### config.mk
export PLATFORM = sky130hd
export DESIGN_NAME = vls_unit
export DESIGN_NICKNAME = d
export VERILOG_FILES = /design/src/rtl/vls_pkg.sv /design/src/rtl/vls_ctrl.sv /design/src/rtl/vls_addr.sv /design/src/rtl/vls_lanes.sv /design/src/rtl/vls_unit.sv
export SDC_FILE = /design/constraint.sdc
export NUM_CORES = 1
export LEC_CHECK = 0
export ABC_AREA = 1
export BUFFER_PORTS_ARGS = -buffer_cell sky130_fd_sc_hd__buf_2
export CAP_MARGIN = 10
export CORE_AREA = 2 2 185 187
export DETAILED_ROUTE_END_ITERATION = 10
export DIE_AREA = 0 0 187 189
export RECOVER_POWER = 100
export SETUP_SLACK_MARGIN = 0.1
export SKIP_CTS_REPAIR_TIMING = 1
export SLEW_MARGIN = 20
export SYNTH_ARGS = -nofsm -noshare
export SYNTH_HDL_FRONTEND = slang
export SYNTH_SLANG_ARGS = --single-unit
export TNS_END_PERCENT = 5
### constraint.sdc
create_clock -name clk -period 2.3 [get_ports clk]
set_input_delay 0.23 -clock clk [delete_from_list [all_inputs] [get_ports clk]]
set_output_delay 0.23 -clock clk [all_outputs]
set_load 0.005 [all_outputs]
### src/rtl/vls_pkg.sv
package vls_pkg;

    localparam int VLS_VEC_BYTES = 16;
    localparam int VLS_BYTE_W    = 8;
    localparam int VLS_ADDR_W    = 64;
    localparam int VLS_LEN_W     = 64;
    localparam int VLS_FIELD_W   = 8;
    localparam int VLS_NARROW_W  = 32;

    typedef enum logic [1:0] {
        ST_IDLE = 2'd0,
        ST_XFER = 2'd1,
        ST_FIN  = 2'd2
    } vls_state_e;

    typedef struct packed {
        logic store;
        logic reverse;
        logic narrow;
    } vls_mode_t;

    function automatic vls_mode_t vls_make_mode(input logic st, input logic le,
                                                input logic lj, input logic nar);
        vls_mode_t m;
        m.store   = st;
        m.reverse = le & ~lj;
        m.narrow  = nar;
        return m;
    endfunction

endpackage

### src/rtl/vls_ctrl.sv
module vls_ctrl
    import vls_pkg::*;
#(
    parameter int VEC_BYTES = VLS_VEC_BYTES,
    parameter int LEN_W     = VLS_LEN_W,
    parameter int FIELD_W   = VLS_FIELD_W,
    localparam int CNT_W    = $clog2(VEC_BYTES + 1),
    localparam int IDX_W    = $clog2(VEC_BYTES)
) (
    input  logic             clk,
    input  logic             rst,
    input  logic             start,
    input  logic [LEN_W-1:0] len_opnd,
    output logic             accept,
    output logic             xfer,
    output logic             fin,
    output logic [IDX_W-1:0] idx
);

    vls_state_e       state_q, state_d;
    logic [CNT_W-1:0] cnt_q;
    logic [IDX_W-1:0] idx_q;
    logic [FIELD_W-1:0] field;
    logic [CNT_W-1:0] clamped;
    logic             last;

    assign field   = len_opnd[LEN_W-1 -: FIELD_W];
    assign clamped = (field >= FIELD_W'(VEC_BYTES)) ? CNT_W'(VEC_BYTES)
                                                    : CNT_W'(field);
    assign accept  = start && (state_q != ST_XFER);
    assign last    = (CNT_W'(idx_q) + CNT_W'(1)) == cnt_q;

    always_comb begin
        state_d = state_q;
        unique case (state_q)
            ST_IDLE, ST_FIN: begin
                if (accept)
                    state_d = (clamped == '0) ? ST_FIN : ST_XFER;
                else
                    state_d = ST_IDLE;
            end
            ST_XFER: begin
                if (last)
                    state_d = ST_FIN;
            end
            default: state_d = ST_IDLE;
        endcase
    end

    always_ff @(posedge clk) begin
        if (rst) begin
            state_q <= ST_IDLE;
            cnt_q   <= '0;
            idx_q   <= '0;
        end else begin
            state_q <= state_d;
            if (accept) begin
                cnt_q <= clamped;
                idx_q <= '0;
            end else if (state_q == ST_XFER && !last) begin
                idx_q <= idx_q + IDX_W'(1);
            end
        end
    end

    assign xfer = (state_q == ST_XFER);
    assign fin  = (state_q == ST_FIN);
    assign idx  = idx_q;

endmodule

### src/rtl/vls_addr.sv
module vls_addr
    import vls_pkg::*;
#(
    parameter int ADDR_W   = VLS_ADDR_W,
    parameter int NARROW_W = VLS_NARROW_W
) (
    input  logic              clk,
    input  logic              rst,
    input  logic              accept,
    input  logic              step,
    input  logic              narrow_in,
    input  logic [ADDR_W-1:0] base,
    output logic [ADDR_W-1:0] addr
);

    logic              narrow_q;
    logic [ADDR_W-1:0] addr_q;
    logic [ADDR_W-1:0] base_fit;
    logic [ADDR_W-1:0] next_addr;

    generate
        if (ADDR_W > NARROW_W) begin : g_wide
            logic [NARROW_W-1:0] low_inc;
            assign low_inc   = addr_q[NARROW_W-1:0] + NARROW_W'(1);
            assign base_fit  = narrow_in ? {{(ADDR_W-NARROW_W){1'b0}}, base[NARROW_W-1:0]}
                                         : base;
            assign next_addr = narrow_q ? {{(ADDR_W-NARROW_W){1'b0}}, low_inc}
                                        : addr_q + ADDR_W'(1);
        end else begin : g_flat
            logic unused_mode;
            assign unused_mode = narrow_in ^ narrow_q;
            assign base_fit    = base;
            assign next_addr   = addr_q + ADDR_W'(1);
        end
    endgenerate

    always_ff @(posedge clk) begin
        if (rst) begin
            narrow_q <= 1'b0;
            addr_q   <= '0;
        end else if (accept) begin
            narrow_q <= narrow_in;
            addr_q   <= base_fit;
        end else if (step) begin
            addr_q   <= next_addr;
        end
    end

    assign addr = addr_q;

endmodule

### src/rtl/vls_lanes.sv
module vls_lanes
    import vls_pkg::*;
#(
    parameter int VEC_BYTES = VLS_VEC_BYTES,
    parameter int BYTE_W    = VLS_BYTE_W,
    localparam int IDX_W    = $clog2(VEC_BYTES),
    localparam int VEC_W    = VEC_BYTES * BYTE_W
) (
    input  logic              clk,
    input  logic              rst,
    input  logic              accept,
    input  vls_mode_t         mode_in,
    input  logic [VEC_W-1:0]  store_vec,
    input  logic              xfer,
    input  logic [IDX_W-1:0]  idx,
    input  logic [BYTE_W-1:0] rdata,
    output logic              store_mode,
    output logic [BYTE_W-1:0] wdata,
    output logic [VEC_W-1:0]  vec
);

    logic              store_q;
    logic              reverse_q;
    logic [IDX_W-1:0]  lane_sel;
    logic [BYTE_W-1:0] lane_q [VEC_BYTES];

    assign lane_sel = reverse_q ? (IDX_W'(VEC_BYTES - 1) - idx) : idx;

    always_ff @(posedge clk) begin
        if (rst) begin
            store_q   <= 1'b0;
            reverse_q <= 1'b0;
        end else if (accept) begin
            store_q   <= mode_in.store;
            reverse_q <= mode_in.reverse;
        end
    end

    generate
        for (genvar g = 0; g < VEC_BYTES; g++) begin : g_lane
            always_ff @(posedge clk) begin
                if (rst)
                    lane_q[g] <= '0;
                else if (accept)
                    lane_q[g] <= mode_in.store ? store_vec[VEC_W-1-g*BYTE_W -: BYTE_W] : '0;
                else if (xfer && !store_q && lane_sel == IDX_W'(g))
                    lane_q[g] <= rdata;
            end
            assign vec[VEC_W-1-g*BYTE_W -: BYTE_W] = lane_q[g];
        end
    endgenerate

    assign wdata      = (xfer && store_q) ? lane_q[lane_sel] : '0;
    assign store_mode = store_q;

endmodule

### src/rtl/vls_unit.sv
module vls_unit
    import vls_pkg::*;
#(
    parameter int ADDR_W    = VLS_ADDR_W,
    parameter int LEN_W     = VLS_LEN_W,
    parameter int FIELD_W   = VLS_FIELD_W,
    parameter int VEC_BYTES = VLS_VEC_BYTES,
    parameter int BYTE_W    = VLS_BYTE_W,
    parameter int NARROW_W  = VLS_NARROW_W,
    localparam int IDX_W    = $clog2(VEC_BYTES),
    localparam int VEC_W    = VEC_BYTES * BYTE_W
) (
    input  logic              clk,
    input  logic              rst,
    input  logic              start,
    input  logic              is_store,
    input  logic              le_mode,
    input  logic              left_just,
    input  logic              addr32,
    input  logic [ADDR_W-1:0] base_addr,
    input  logic [LEN_W-1:0]  len_opnd,
    input  logic [VEC_W-1:0]  store_vec,
    output logic              mem_req,
    output logic              mem_we,
    output logic [ADDR_W-1:0] mem_addr,
    output logic [BYTE_W-1:0] mem_wdata,
    input  logic [BYTE_W-1:0] mem_rdata,
    output logic              busy,
    output logic              done,
    output logic [VEC_W-1:0]  result_vec
);

    vls_mode_t        mode_in;
    logic             accept;
    logic             xfer;
    logic             fin;
    logic             store_mode;
    logic [IDX_W-1:0] idx;

    assign mode_in = vls_make_mode(is_store, le_mode, left_just, addr32);

    vls_ctrl #(
        .VEC_BYTES (VEC_BYTES),
        .LEN_W     (LEN_W),
        .FIELD_W   (FIELD_W)
    ) u_ctrl (
        .clk      (clk),
        .rst      (rst),
        .start    (start),
        .len_opnd (len_opnd),
        .accept   (accept),
        .xfer     (xfer),
        .fin      (fin),
        .idx      (idx)
    );

    vls_addr #(
        .ADDR_W   (ADDR_W),
        .NARROW_W (NARROW_W)
    ) u_addr (
        .clk       (clk),
        .rst       (rst),
        .accept    (accept),
        .step      (xfer),
        .narrow_in (mode_in.narrow),
        .base      (base_addr),
        .addr      (mem_addr)
    );

    vls_lanes #(
        .VEC_BYTES (VEC_BYTES),
        .BYTE_W    (BYTE_W)
    ) u_lanes (
        .clk        (clk),
        .rst        (rst),
        .accept     (accept),
        .mode_in    (mode_in),
        .store_vec  (store_vec),
        .xfer       (xfer),
        .idx        (idx),
        .rdata      (mem_rdata),
        .store_mode (store_mode),
        .wdata      (mem_wdata),
        .vec        (result_vec)
    );

    assign mem_req = xfer;
    assign mem_we  = xfer && store_mode;
    assign busy    = xfer;
    assign done    = fin;

endmodule

==> impl_results.md, run 1 <==
- Crit-path cells: buf_8 > xnor2_4 > nor2_4 > inv_8 > buf_6 > nor2_2 > nor2_2 > nand2_1 > nand2_1 > nand3_2 > nor2_4 > buf_2
- Pins Over Slew Limit: 0
- Logic pwr share: 19.8%
- Most area-consuming cells after synthesis: edfxtp_1 (31%), dfxtp_1 (13%), nand2_1 (11%), nor2_1 (9.7%), nand3_1 (8.8%)
- Crit Path Max Fanout: 5
- Pre-CTS WS: 167 ps
- Most frequent cells in the layout: nand2_1 (358), buf_2 (316), nor2_1 (310)
- Gr usage total: 29.6%
- Hold Path Class: primary input to flip-flop
- Row count: 67
- RSZ-0062 raised after global routing: true
- H-tree depth: 1
- Post-DP HPWL: 41600 um
- Peak VDD IR: 0.502 mV
- Share of the synthesized area in the top cell type: 31.0%
- Async set-reset flop share out of synthesis: 0%
- DRT antenna net count: 0
- Final setup viols: 59
- Post-Syn Instances: 1732
- Number of global-route vias before repair: 13461
- Static Leak: 6.68 nW
- Worst-path clk slew: 60 ps
- Avg Inst Size Synth: 7.17 sq um
- Vias/cell: 5.42
- Layout cells sized above 1: 23.0%
- First-pass GRT wire length: 80200 um
- Crit start category: flip-flop
- Storage element area: 5410 sq um
- Filler cells: 3447
- P_sw: 3.33 mW
- Final WS setup: -282 ps
- Seq cells post-synth: 206
- Avg WL per Cell: 20.8 um
- Clk pwr share: 36.4%
- Power density over cell area: 655 nW/um^2
- Sequential Power Share: 43.8%
- Sink Count: 206
- Max Clock Freq: 387 MHz
- Fin Hold WS: -15.3 ps
- Ys flop type: edfxtp_1
- Worst path arrival time: 2350 ps
- Initial Utilization: 37.3%
- MaxCap Viol Count: 0
- Synth cell types: 48
- Buffers added on ports: 418
- Violated checks: hold timing, setup timing
- Finished Cell Area: 16200 sq um
- Final Hold Viols: 7
- CTS tree: yes
- Slowest Stage Delay on Critical Path: 360 ps
- Pin count of the biggest net entering global routing: 105
- Clk buf depth: 3
- Nets@finish: 2449
- Initial antenna violation count: 10
- Sw Ratio: 31.3%
- Slowest-stage cell, CP: dfxtp_4
- Drt first pass iters: 5
- Min cycle time layout: 2580 ps
- Worst setup path category: flip-flop to primary output
- Synth-to-Final Area Change: 30.9%
- CP top delay family: simple AND/OR/NAND/NOR gates
- WP data required: 2070 ps
- PnR Total Power: 10.6 mW
- Setup TNS: -3670 ps
- Routability cong.: 0.981
- Slew @ Worst Pin: 1070 ps
- EDFF count, synth: 128
- Area post-placement: 15100 sq um
- Yosys top cell by area: edfxtp_1
- Num CTS Buffers: 25
- Multi-input combinational cell area: 6320 sq um
- Status: finished, violations left
- DR iter-0 viols: 1162
- Slew HR: 28.7%
- Register area share after synthesis: 43.6%
- Clock Skew: 8.10 ps
- Chip width: 187 um
- Cell chosen for the clock root: clkbuf_16
- Final worst-path cycle share: 112%
- Internal Power: 7.30 mW
- Grt total ovfl: 0
- Clk_lat worst skew: 540 ps
- Synthesized Nets: 2005
- Worst Path Buf+Inv: 4
- Total core area: 33300 sq um
- Overall routed net length: 55100 um
- Detailed-route DRC error count: 0
- Count of warnings emitted by yosys: 0
- Die Area: 35300 sq um
- IO Count: 475
- Crit end category: primary output
- Chip Height: 189 um
- Post-Syn Area: 12400 sq um
- Commonest non-fill, non-tap cell in the layout: nand2_1
- Via Count: 14365
registers in the layout, summed over array words and instances, names as in the netlist:
| register | count |
|---|---|
| u_lanes.store_mode | 1 |
| u_addr.addr | 64 |
| u_ctrl.idx | 4 |
| u_ctrl.state_q | 2 |
| u_lanes.lane_q | 128 |
| u_lanes.reverse_q | 1 |
| u_addr.narrow_q | 1 |
| u_ctrl.cnt_q | 5 |
Yosys cell counts, drive strengths merged, types with 2 or more instances:
| cell type | instances |
|---|---|
| a31oi | 5 |
| o31ai | 2 |
| ha | 2 |
| o22ai | 3 |
| o21ai | 232 |
| buf | 48 |
| a21oi | 82 |
| nor3 | 3 |
| nor4 | 2 |
| or2 | 8 |
| inv | 102 |
| a211oi | 3 |
| xnor2 | 6 |
| o21bai | 12 |
| nand3b | 2 |
| clkbuf | 39 |
| nand2 | 384 |
| nor2 | 340 |
| o211ai | 5 |
| xor2 | 5 |
| a32o | 2 |
| nand3 | 218 |
| edfxtp | 128 |
| dfxtp | 78 |
| nand4 | 16 |
logic make-up after synthesis:
logic type,share of synthesized area [%]
compound gates,14.8
xor+xnor,1.05
fa+ha+maj,0.202
buf+inv,6.75
flops,43.6
simple gates,33.6
path summary, 6_finish.rpt:
| kind | from | cells after the start | slack, ps | to |
|---|---|---|---|---|
| setup / recovery | u_lanes.reverse_q | 12 | -280 | mem_wdata[7] |
| setup reg to reg | u_ctrl.state_q[0] | 10 | -160 | u_addr.addr[61] |
| hold reg to reg | u_ctrl.cnt_q[2] | 2 | 490 | u_ctrl.cnt_q[2] |
| hold / removal | base_addr[49] | 3 | -20 | u_addr.addr[49] |
area by class of cell:
type / instances / share of cell area, %
timing repair buffer: 501 / 16.8
clock buffer: 31 / 3.99
antenna: 9 / 0.139
multi-input combinational: 1337 / 38.9
timing repair inverter: 2 / 0.0924
clock inverter: 14 / 0.817
tap: 448 / 3.45
inverter: 103 / 2.46
sequential: 206 / 33.3
worst reg2reg max path: stages, from the launching register on:
cell and delay, ps:
dfxtp_1 320, inv_1 120, nor2_4 90, nor2_8 100, inv_1 220, nor2_2 880, buf_4 310, nand2_1 60
o21ai_0 80, inv_1 70, a21oi_1 130
routing by layer:
metal / global-route usage (%) / part of all wire (%) / vias to the layer above / routed length [um]
met2: 52.1 / 49 / 792 / 27200
li1: - / - / 6738 / -
met1: 36.2 / 38 / 6717 / 20800
met4: 11.5 / 3.9 / 4 / 2160
met3: 4.78 / 8.9 / 114 / 4890
met5: 0 / 0.054 / - / 30
through the flow:
step                utilization, %  instances
finish                        48.8       2651
floorplan                        -       1732
global placement              45.4       2568
CTS                           47.7       2613
global route                  48.8       2646
detailed placement            45.4       2568
power by group through the flow:
stage	Clock, mW	Sequential (mW)	Combinational [mW]
after floorplan	0	4.60	1.04
after global placement	0	4.71	1.99
after detailed placement	0	4.71	2.02
after CTS	3.90	4.64	2.03
after global routing	4.07	4.68	2.30
final	3.86	4.66	2.11
(Power assumes the default switching activity.)
==> run 2: changes to the inputs <==
--- a/config.mk
+++ b/config.mk
@@ -5,12 +5,10 @@
 export SDC_FILE = /design/constraint.sdc
 export NUM_CORES = 1
 export LEC_CHECK = 0
-export ABC_AREA = 1
 export BUFFER_PORTS_ARGS = -buffer_cell sky130_fd_sc_hd__buf_2
 export CAP_MARGIN = 10
-export CORE_AREA = 2 2 185 187
+export CORE_UTILIZATION = 28
 export DETAILED_ROUTE_END_ITERATION = 10
-export DIE_AREA = 0 0 187 189
 export RECOVER_POWER = 100
 export SETUP_SLACK_MARGIN = 0.1
 export SKIP_CTS_REPAIR_TIMING = 1
==> impl_results.md, run 2 <==
- Drt first pass iters: 5 (unchanged)
- PnR Total Power: 10.8 mW (was 10.6 mW)
- Compound-Gate Fraction of Synth Area: 22.6% (was 14.8%)
- Worst setup path category: flip-flop to primary output (unchanged)
- CP top delay family: multiplexers (was simple AND/OR/NAND/NOR gates)
- Clk pwr share: 39.1% (was 36.4%)
- Yosys top cell by area: edfxtp_1 (unchanged)
- Most flops, register: u_lanes.lane_q (unchanged)
- Die Area: 41300 sq um (was 35300 sq um)
- WP data required: 2070 ps (about the same)
- Synth cell types: 69 (was 48)
- Final Hold Viols: 11 (was 7)
- Hold Path Class: primary input to flip-flop (unchanged)
- MaxCap Viol Count: 0 (unchanged)
- Final worst-path cycle share: 131% (was 112%)
- Layout cells sized above 1: 35.2% (was 23.0%)
- Sequential Power Share: 41.4% (was 43.8%)
- Chip width: 203 um (was 187 um)
- Count of warnings emitted by yosys: 0 (unchanged)
- Slew HR: 35.0% (was 28.7%)
- Violated checks: hold timing, setup timing (unchanged)
- Max Clock Freq: 332 MHz (was 387 MHz)
- H-tree depth: 1 (unchanged)
- Buffers added on ports: 418 (unchanged)
- Final setup viols: 332 (was 59)
- IO Count: 475 (unchanged)
- EDFF count, synth: 128 (unchanged)
- Count leader, synth: a22o_1 (was nand2_1)
- Max reg flops: 128 (unchanged)
- Peak VDD IR: 0.510 mV (was 0.502 mV)
- Simple-Gate Fraction of Synth Area: 16.2% (was 33.6%)
- Min cycle time layout: 3010 ps (was 2580 ps)
- Power density over cell area: 602 nW/um^2 (was 655 nW/um^2)
- Final WS setup: -709 ps (was -282 ps)
- Commonest non-fill, non-tap cell in the layout: buf_2 (was nand2_1)
- Largest family of logic cells by synthesized area: compound AO/OA/AOI/OAI gates (was simple AND/OR/NAND/NOR gates)
- Via Count: 12727 (was 14365)
- Area post-placement: 15000 sq um (was 15100 sq um)
- Grt total ovfl: 0 (unchanged)
- DR iter-0 viols: 984 (was 1162)
- Crit end category: primary output (unchanged)
- Share of the synthesized area in the top cell type: 33.9% (was 31.0%)
- Pin count of the biggest net entering global routing: 45 (was 105)
- Most frequent cells in the layout: buf_2 (325), dlygate4sd3_1 (156), a22o_1 (132) (was nand2_1 (358), buf_2 (316), nor2_1 (310))
- Num CTS Buffers: 25 (unchanged)
- Post-Syn Instances: 1082 (was 1732)
- Nets@finish: 2034 (was 2449)
- Routability cong.: 0.960 (was 0.981)
- Initial antenna violation count: 0 (was 10)
- Crit Path Max Fanout: 6 (was 5)
- Number of global-route vias before repair: 11252 (was 13461)
- Post-DP HPWL: 39300 um (was 41600 um)
- P_sw: 3.06 mW (was 3.33 mW)
- Crit start category: flip-flop (unchanged)
- Logic pwr share: 19.4% (was 19.8%)
- DRT antenna net count: 0 (unchanged)
- Chip Height: 203 um (was 189 um)
- Detailed-route DRC error count: 0 (unchanged)
- Sw Ratio: 28.3% (was 31.3%)
- Mux cell area share after synthesis: 7.61% (was 0%)
- Avg Inst Size Synth: 10.5 sq um (was 7.17 sq um)
- Ys flop type: edfxtp_1 (unchanged)
- Async set-reset flop share out of synthesis: 0% (unchanged)
- Cell chosen for the clock root: clkbuf_16 (unchanged)
- Synthesized Nets: 1355 (was 2005)
- Clock Skew: 27.7 ps (was 8.10 ps)
- Filler cells: 3818 (was 3447)
- Slowest-stage cell, CP: mux4_2 (was dfxtp_4)
- Vias/cell: 5.52 (was 5.42)
- Initial Utilization: 28.5% (was 37.3%)
- Gr usage total: 23.6% (was 29.6%)
- Sink Count: 206 (unchanged)
- Slowest Stage Delay on Critical Path: 570 ps (was 360 ps)
- Top post-synthesis cells by count: a22o_1 (132), edfxtp_1 (128), nor2_1 (87) (was nand2_1 (369), nor2_1 (320), nand3_1 (217))
- Clk_lat worst skew: 560 ps (was 540 ps)
- Diode count: 0 (was 9)
- Overall routed net length: 53700 um (was 55100 um)
- Crit-path cells: xor2_4 > buf_12 > buf_12 > mux4_2 > nor3_2 > o21ai_1 > nor4b_4 > buf_4 > buf_6 (was buf_8 > xnor2_4 > nor2_4 > inv_8 > buf_6 > nor2_2 > nor2_2 > nand2_1 > nand2_1 > nand3_2 > nor2_4 > buf_2)
- Adder-cell area share of the yosys netlist: 0.221% (was 0.202%)
- Row count: 73 (was 67)
- Internal Power: 7.76 mW (was 7.30 mW)
- Critical Path Most Common Cell: buf_12
- Total core area: 39800 sq um (was 33300 sq um)
- Worst Path Buf+Inv: 4 (unchanged)
- Clk buf depth: 3 (unchanged)
- RSZ-0062 raised after global routing: true (unchanged)
- Post-Synth XOR/XNOR Area: 2.07% (was 1.05%)
- Pins Over Slew Limit: 0 (unchanged)
- Setup TNS: -87820 ps (was -3670 ps)
- Worst-path clk slew: 70 ps (was 60 ps)
- Synth-to-Final Area Change: 58.3% (was 30.9%)
- First-pass GRT wire length: 73300 um (was 80200 um)
- CTS tree: yes (unchanged)
- Fin Hold WS: -27.5 ps (was -15.3 ps)
- Static Leak: 7.23 nW (was 6.68 nW)
- Seq cells post-synth: 206 (unchanged)
- Status: finished, violations left (unchanged)
- Slew @ Worst Pin: 975 ps (was 1070 ps)
- Worst path arrival time: 2780 ps (was 2350 ps)
- Avg WL per Cell: 23.3 um (was 20.8 um)
- Post-Syn Area: 11300 sq um (was 12400 sq um)
- Finished Cell Area: 18000 sq um (was 16200 sq um)
- Most area-consuming cells after synthesis: edfxtp_1 (34%), dfxtp_1 (14%), a22o_1 (10%), mux4_2 (4.8%), nor2_1 (2.9%) (was edfxtp_1 (31%), dfxtp_1 (13%), nand2_1 (11%), nor2_1 (9.7%), nand3_1 (8.8%))
- Register area share after synthesis: 47.7% (was 43.6%)
==> run 2: cell count changes after synthesis, sizes merged, moves of 21 or more <==
cell	change
a21oi	-35
a22o	+132
a22oi	+28
buf	-21
clkbuf	+23
inv	-95
mux2i	+30
mux4	+24
nand2	-321
nand3	-187
nor2	-253
nor3	+35
nor4	+22
o21ai	-173
==> run 2: layout make-up <==
type / instances / area [sq um] / share of cell area (%)
repair buffers: 741 / 5070 / 28.2
flip-flops and latches: 206 / 5410 / 30.1
clock buffers: 32 / 703 / 3.92
multi-input cells: 780 / 5920 / 33.0
inverters: 7 / 26.3 / 0.146
well taps: 525 / 657 / 3.66
clock inverters: 14 / 168 / 0.933
==> run 2: cells by family after synthesis <==
kind of cell / Yosys count
xor gates and xnor gates: 26
buffers and inverters: 96
DFF: 206
muxes: 56
and+or+nand+nor: 343
AOI/OAI and AO/OA: 353
adders and majority gates: 2
==> run 2: per-layer routing <==
layer  global-route usage (%)  share of wire, %
met5                        0                 0
met4                     6.23               3.2
met3                     3.88               8.3
met2                     41.6                49
met1                     29.6                39
==> run 2: worst register-to-register path, delay by kind of cell (launching register included) <==
family	cells	cell delay [ps]
flops	1	320
buf+inv	3	1360
simple gates	3	820
compound gates	2	230
==> run 2: worst paths after layout <==
check	startpoint	endpoint	slack (ps)	cells past startpoint
max	u_lanes.reverse_q	mem_wdata[1]	-710	9
min	store_vec[127]	u_lanes.lane_q[0][7]	-30	2
max reg2reg	u_ctrl.state_q[1]	u_addr.addr[52]	-520	8
min reg2reg	u_addr.addr[2]	u_addr.addr[2]	530	2
==> run 2: metrics by stage <==
stage | cells | setup slack [ps] | hold slack (ps) | util (%)
6_report | 2305 | -709 | -27.5 | 45.1
3_5_place_dp | 2085 | -285 | 443 | 37.7
3_3_place_gp | 2085 | -314 | 439 | 37.7
2_1_floorplan | 1082 | -77.6 | 339 | -
5_1_grt | 2305 | -770 | -1.71 | 45.1
4_1_cts | 2131 | -913 | -132 | 39.9
==> run 2: power by group through the flow <==
stage | clock network (mW) | registers [mW] | logic, mW
3_3_place_gp | 0 | 4.54 | 1.73
4_1_cts | 4.30 | 4.47 | 1.75
3_5_place_dp | 0 | 4.55 | 1.74
2_1_floorplan | 0 | 4.47 | 0.738
6_report | 4.23 | 4.48 | 2.10
5_1_grt | 4.42 | 4.51 | 2.23
==> run 3: changes to the inputs <==
--- a/config.mk
+++ b/config.mk
@@ -16,4 +16,4 @@
 export SYNTH_ARGS = -nofsm -noshare
 export SYNTH_HDL_FRONTEND = slang
 export SYNTH_SLANG_ARGS = --single-unit
-export TNS_END_PERCENT = 5
+export TNS_END_PERCENT = 50
==> impl_results.md, run 3 (same netlist as run 2, synthesis figures left out) <==
- Pin count of the biggest net entering global routing: 52 (was 45)
- Final WS setup: -657 ps (was -709 ps)
- Chip Height: 203 um (unchanged)
- Min cycle time layout: 2960 ps (was 3010 ps)
- Clock Skew: 15.6 ps (was 27.7 ps)
- Chip width: 203 um (unchanged)
- Hold Path Class: primary input to flip-flop (unchanged)
- Slew HR: 59.9% (was 35.0%)
- Routability cong.: 0.933 (was 0.960)
- Grt total ovfl: 0 (unchanged)
- Crit Path Max Fanout: 5 (was 6)
- Worst setup path category: flip-flop to primary output (unchanged)
- Final worst-path cycle share: 129% (was 131%)
- IO Count: 475 (unchanged)
- Most flops, register: u_lanes.lane_q (unchanged)
- Most used routing layer in global routing: met2 (unchanged)
- DRT antenna net count: 0 (unchanged)
- Diode count: 0 (unchanged)
- WP data required: 2070 ps (about the same)
- Nets@finish: 2033 (was 2034)
- Gr usage total: 23.4% (was 23.6%)
- Met1 usage: 29.1% (was 29.6%)
- Via Count: 12668 (was 12727)
- MaxCap Viol Count: 0 (unchanged)
- Die Area: 41300 sq um (unchanged)
- Layout cells sized above 1: 33.9% (was 35.2%)
- Sw Ratio: 28.3% (about the same)
- Final setup viols: 120 (was 332)
- Row count: 73 (unchanged)
- Worst-path clk slew: 60 ps (was 70 ps)
- Violated checks: hold timing, setup timing (unchanged)
- First-pass GRT wire length: 73400 um (was 73300 um)
- Clk buf depth: 3 (unchanged)
- Slew @ Worst Pin: 602 ps (was 975 ps)
- Post-DP HPWL: 38900 um (was 39300 um)
- Sequential Power Share: 42.4% (was 41.4%)
- Worst path arrival time: 2730 ps (was 2780 ps)
- Sink Count: 206 (unchanged)
- Avg WL per Cell: 22.8 um (was 23.3 um)
- H-tree depth: 1 (unchanged)
- Vias/cell: 5.50 (was 5.52)
- DR iter-0 viols: 1063 (was 984)
- Commonest non-fill, non-tap cell in the layout: buf_2 (unchanged)
- Power density over cell area: 599 nW/um^2 (was 602 nW/um^2)
- Peak VDD IR: 0.446 mV (was 0.510 mV)
- Max Clock Freq: 338 MHz (was 332 MHz)
- Fin Hold WS: -27.3 ps (was -27.5 ps)
- Num CTS Buffers: 25 (unchanged)
- Number of global-route vias before repair: 11607 (was 11252)
- GR met3 Demand/Resource: 4.86% (was 3.88%)
- Logic pwr share: 18.8% (was 19.4%)
- RSZ-0062 raised after global routing: true (unchanged)
- P_sw: 2.99 mW (was 3.06 mW)
- Cell chosen for the clock root: clkbuf_16 (unchanged)
- Buffers added on ports: 418 (unchanged)
- Crit end category: primary output (unchanged)
- Final Hold Viols: 8 (was 11)
- Detailed-route DRC error count: 0 (unchanged)
- Max reg flops: 128 (unchanged)
- Synth-to-Final Area Change: 55.6% (was 58.3%)
- Initial Utilization: 28.5% (unchanged)
- Pins Over Slew Limit: 0 (unchanged)
- Most frequent cells in the layout: buf_2 (323), dlygate4sd3_1 (158), a22o_1 (132) (was buf_2 (325), dlygate4sd3_1 (156), a22o_1 (132))
- CTS tree: yes (unchanged)
- Clk_lat worst skew: 560 ps (about the same)
- PnR Total Power: 10.6 mW (was 10.8 mW)
- Crit start category: flip-flop (unchanged)
- Total core area: 39800 sq um (unchanged)
- Status: finished, violations left (unchanged)
- Clk pwr share: 38.7% (was 39.1%)
- Met2 usage: 40.4% (was 41.6%)
- Internal Power: 7.58 mW (was 7.76 mW)
- Drt first pass iters: 5 (unchanged)
- Static Leak: 7.12 nW (was 7.23 nW)
- Initial antenna violation count: 0 (unchanged)
- Overall routed net length: 52500 um (was 53700 um)
## run 3: cell types whose count changed in the layout (fill, tap and decap cells not counted), moves of 4 or more
cell / change
o21ai_0: +6
clkbuf_1: +8
buf_6: -20
buf_12: -4
nor2_1: +6
buf_4: +17
buf_1: -5
nor3_2: -4
## run 3: power by group through the flow
stage | sequential [mW] | combinational (mW) | clock (mW)
after floorplan | 4.47 | 0.739 | 0
after global placement | 4.55 | 1.69 | 0
after detailed placement | 4.55 | 1.70 | 0
after CTS | 4.48 | 1.71 | 4.17
after global routing | 4.51 | 2.13 | 4.29
final | 4.48 | 1.99 | 4.09
## run 3: critical path, cell delays in order (launching register included)
cell       delay, ps
dfxtp_4          390
xor2_4           230
buf_4            180
clkbuf_16        140
mux4_2           540
mux2_2           300
o32ai_2          150
nor3_1            90
buf_2            150
## run 3: final cells by class
class,instances,area [sq um]
Clock buffer,29,661
Clock inverter,15,170
Fill cell,3869,22200
Inverter,7,26.3
Multi-Input combinational cell,780,5830
Sequential cell,206,5410
Tap cell,525,657
Timing Repair Buffer,740,4890
## run 3: final timing paths
| path | depth (start not counted) | slack (ps) | start | endpoint |
|---|---|---|---|---|
| max | 8 | -660 | u_lanes.reverse_q | mem_wdata[0] |
| min | 3 | -30 | base_addr[17] | u_addr.addr[17] |
| max reg2reg | 7 | -160 | u_ctrl.state_q[1] | u_lanes.lane_q[10][6] |
| min reg2reg | 2 | 510 | u_addr.addr[2] | u_addr.addr[2] |
## run 3: stage by stage
step / TNS, ps / cell area [sq um] / utilization (%) / setup WS [ps] / std cells
6_report: -16590 / 17700 / 44.3 / -657 / 2302
5_1_grt: -37980 / 17700 / 44.3 / -738 / 2302
4_1_cts: -10960 / 15700 / 39.5 / -1450 / 2123
3_5_place_dp: -4060 / 14900 / 37.4 / -810 / 2079
3_3_place_gp: -2230 / 14900 / 37.4 / -800 / 2079
2_1_floorplan: -2490 / 11300 / - / -77.6 / 1082
## run 3: routing by layer
layer / routed length [um] / vias to the layer above
met5: 0 / -
met4: 2200 / 0
met3: 4860 / 144
met2: 25600 / 829
met1: 19800 / 6009
li1: - / 5686
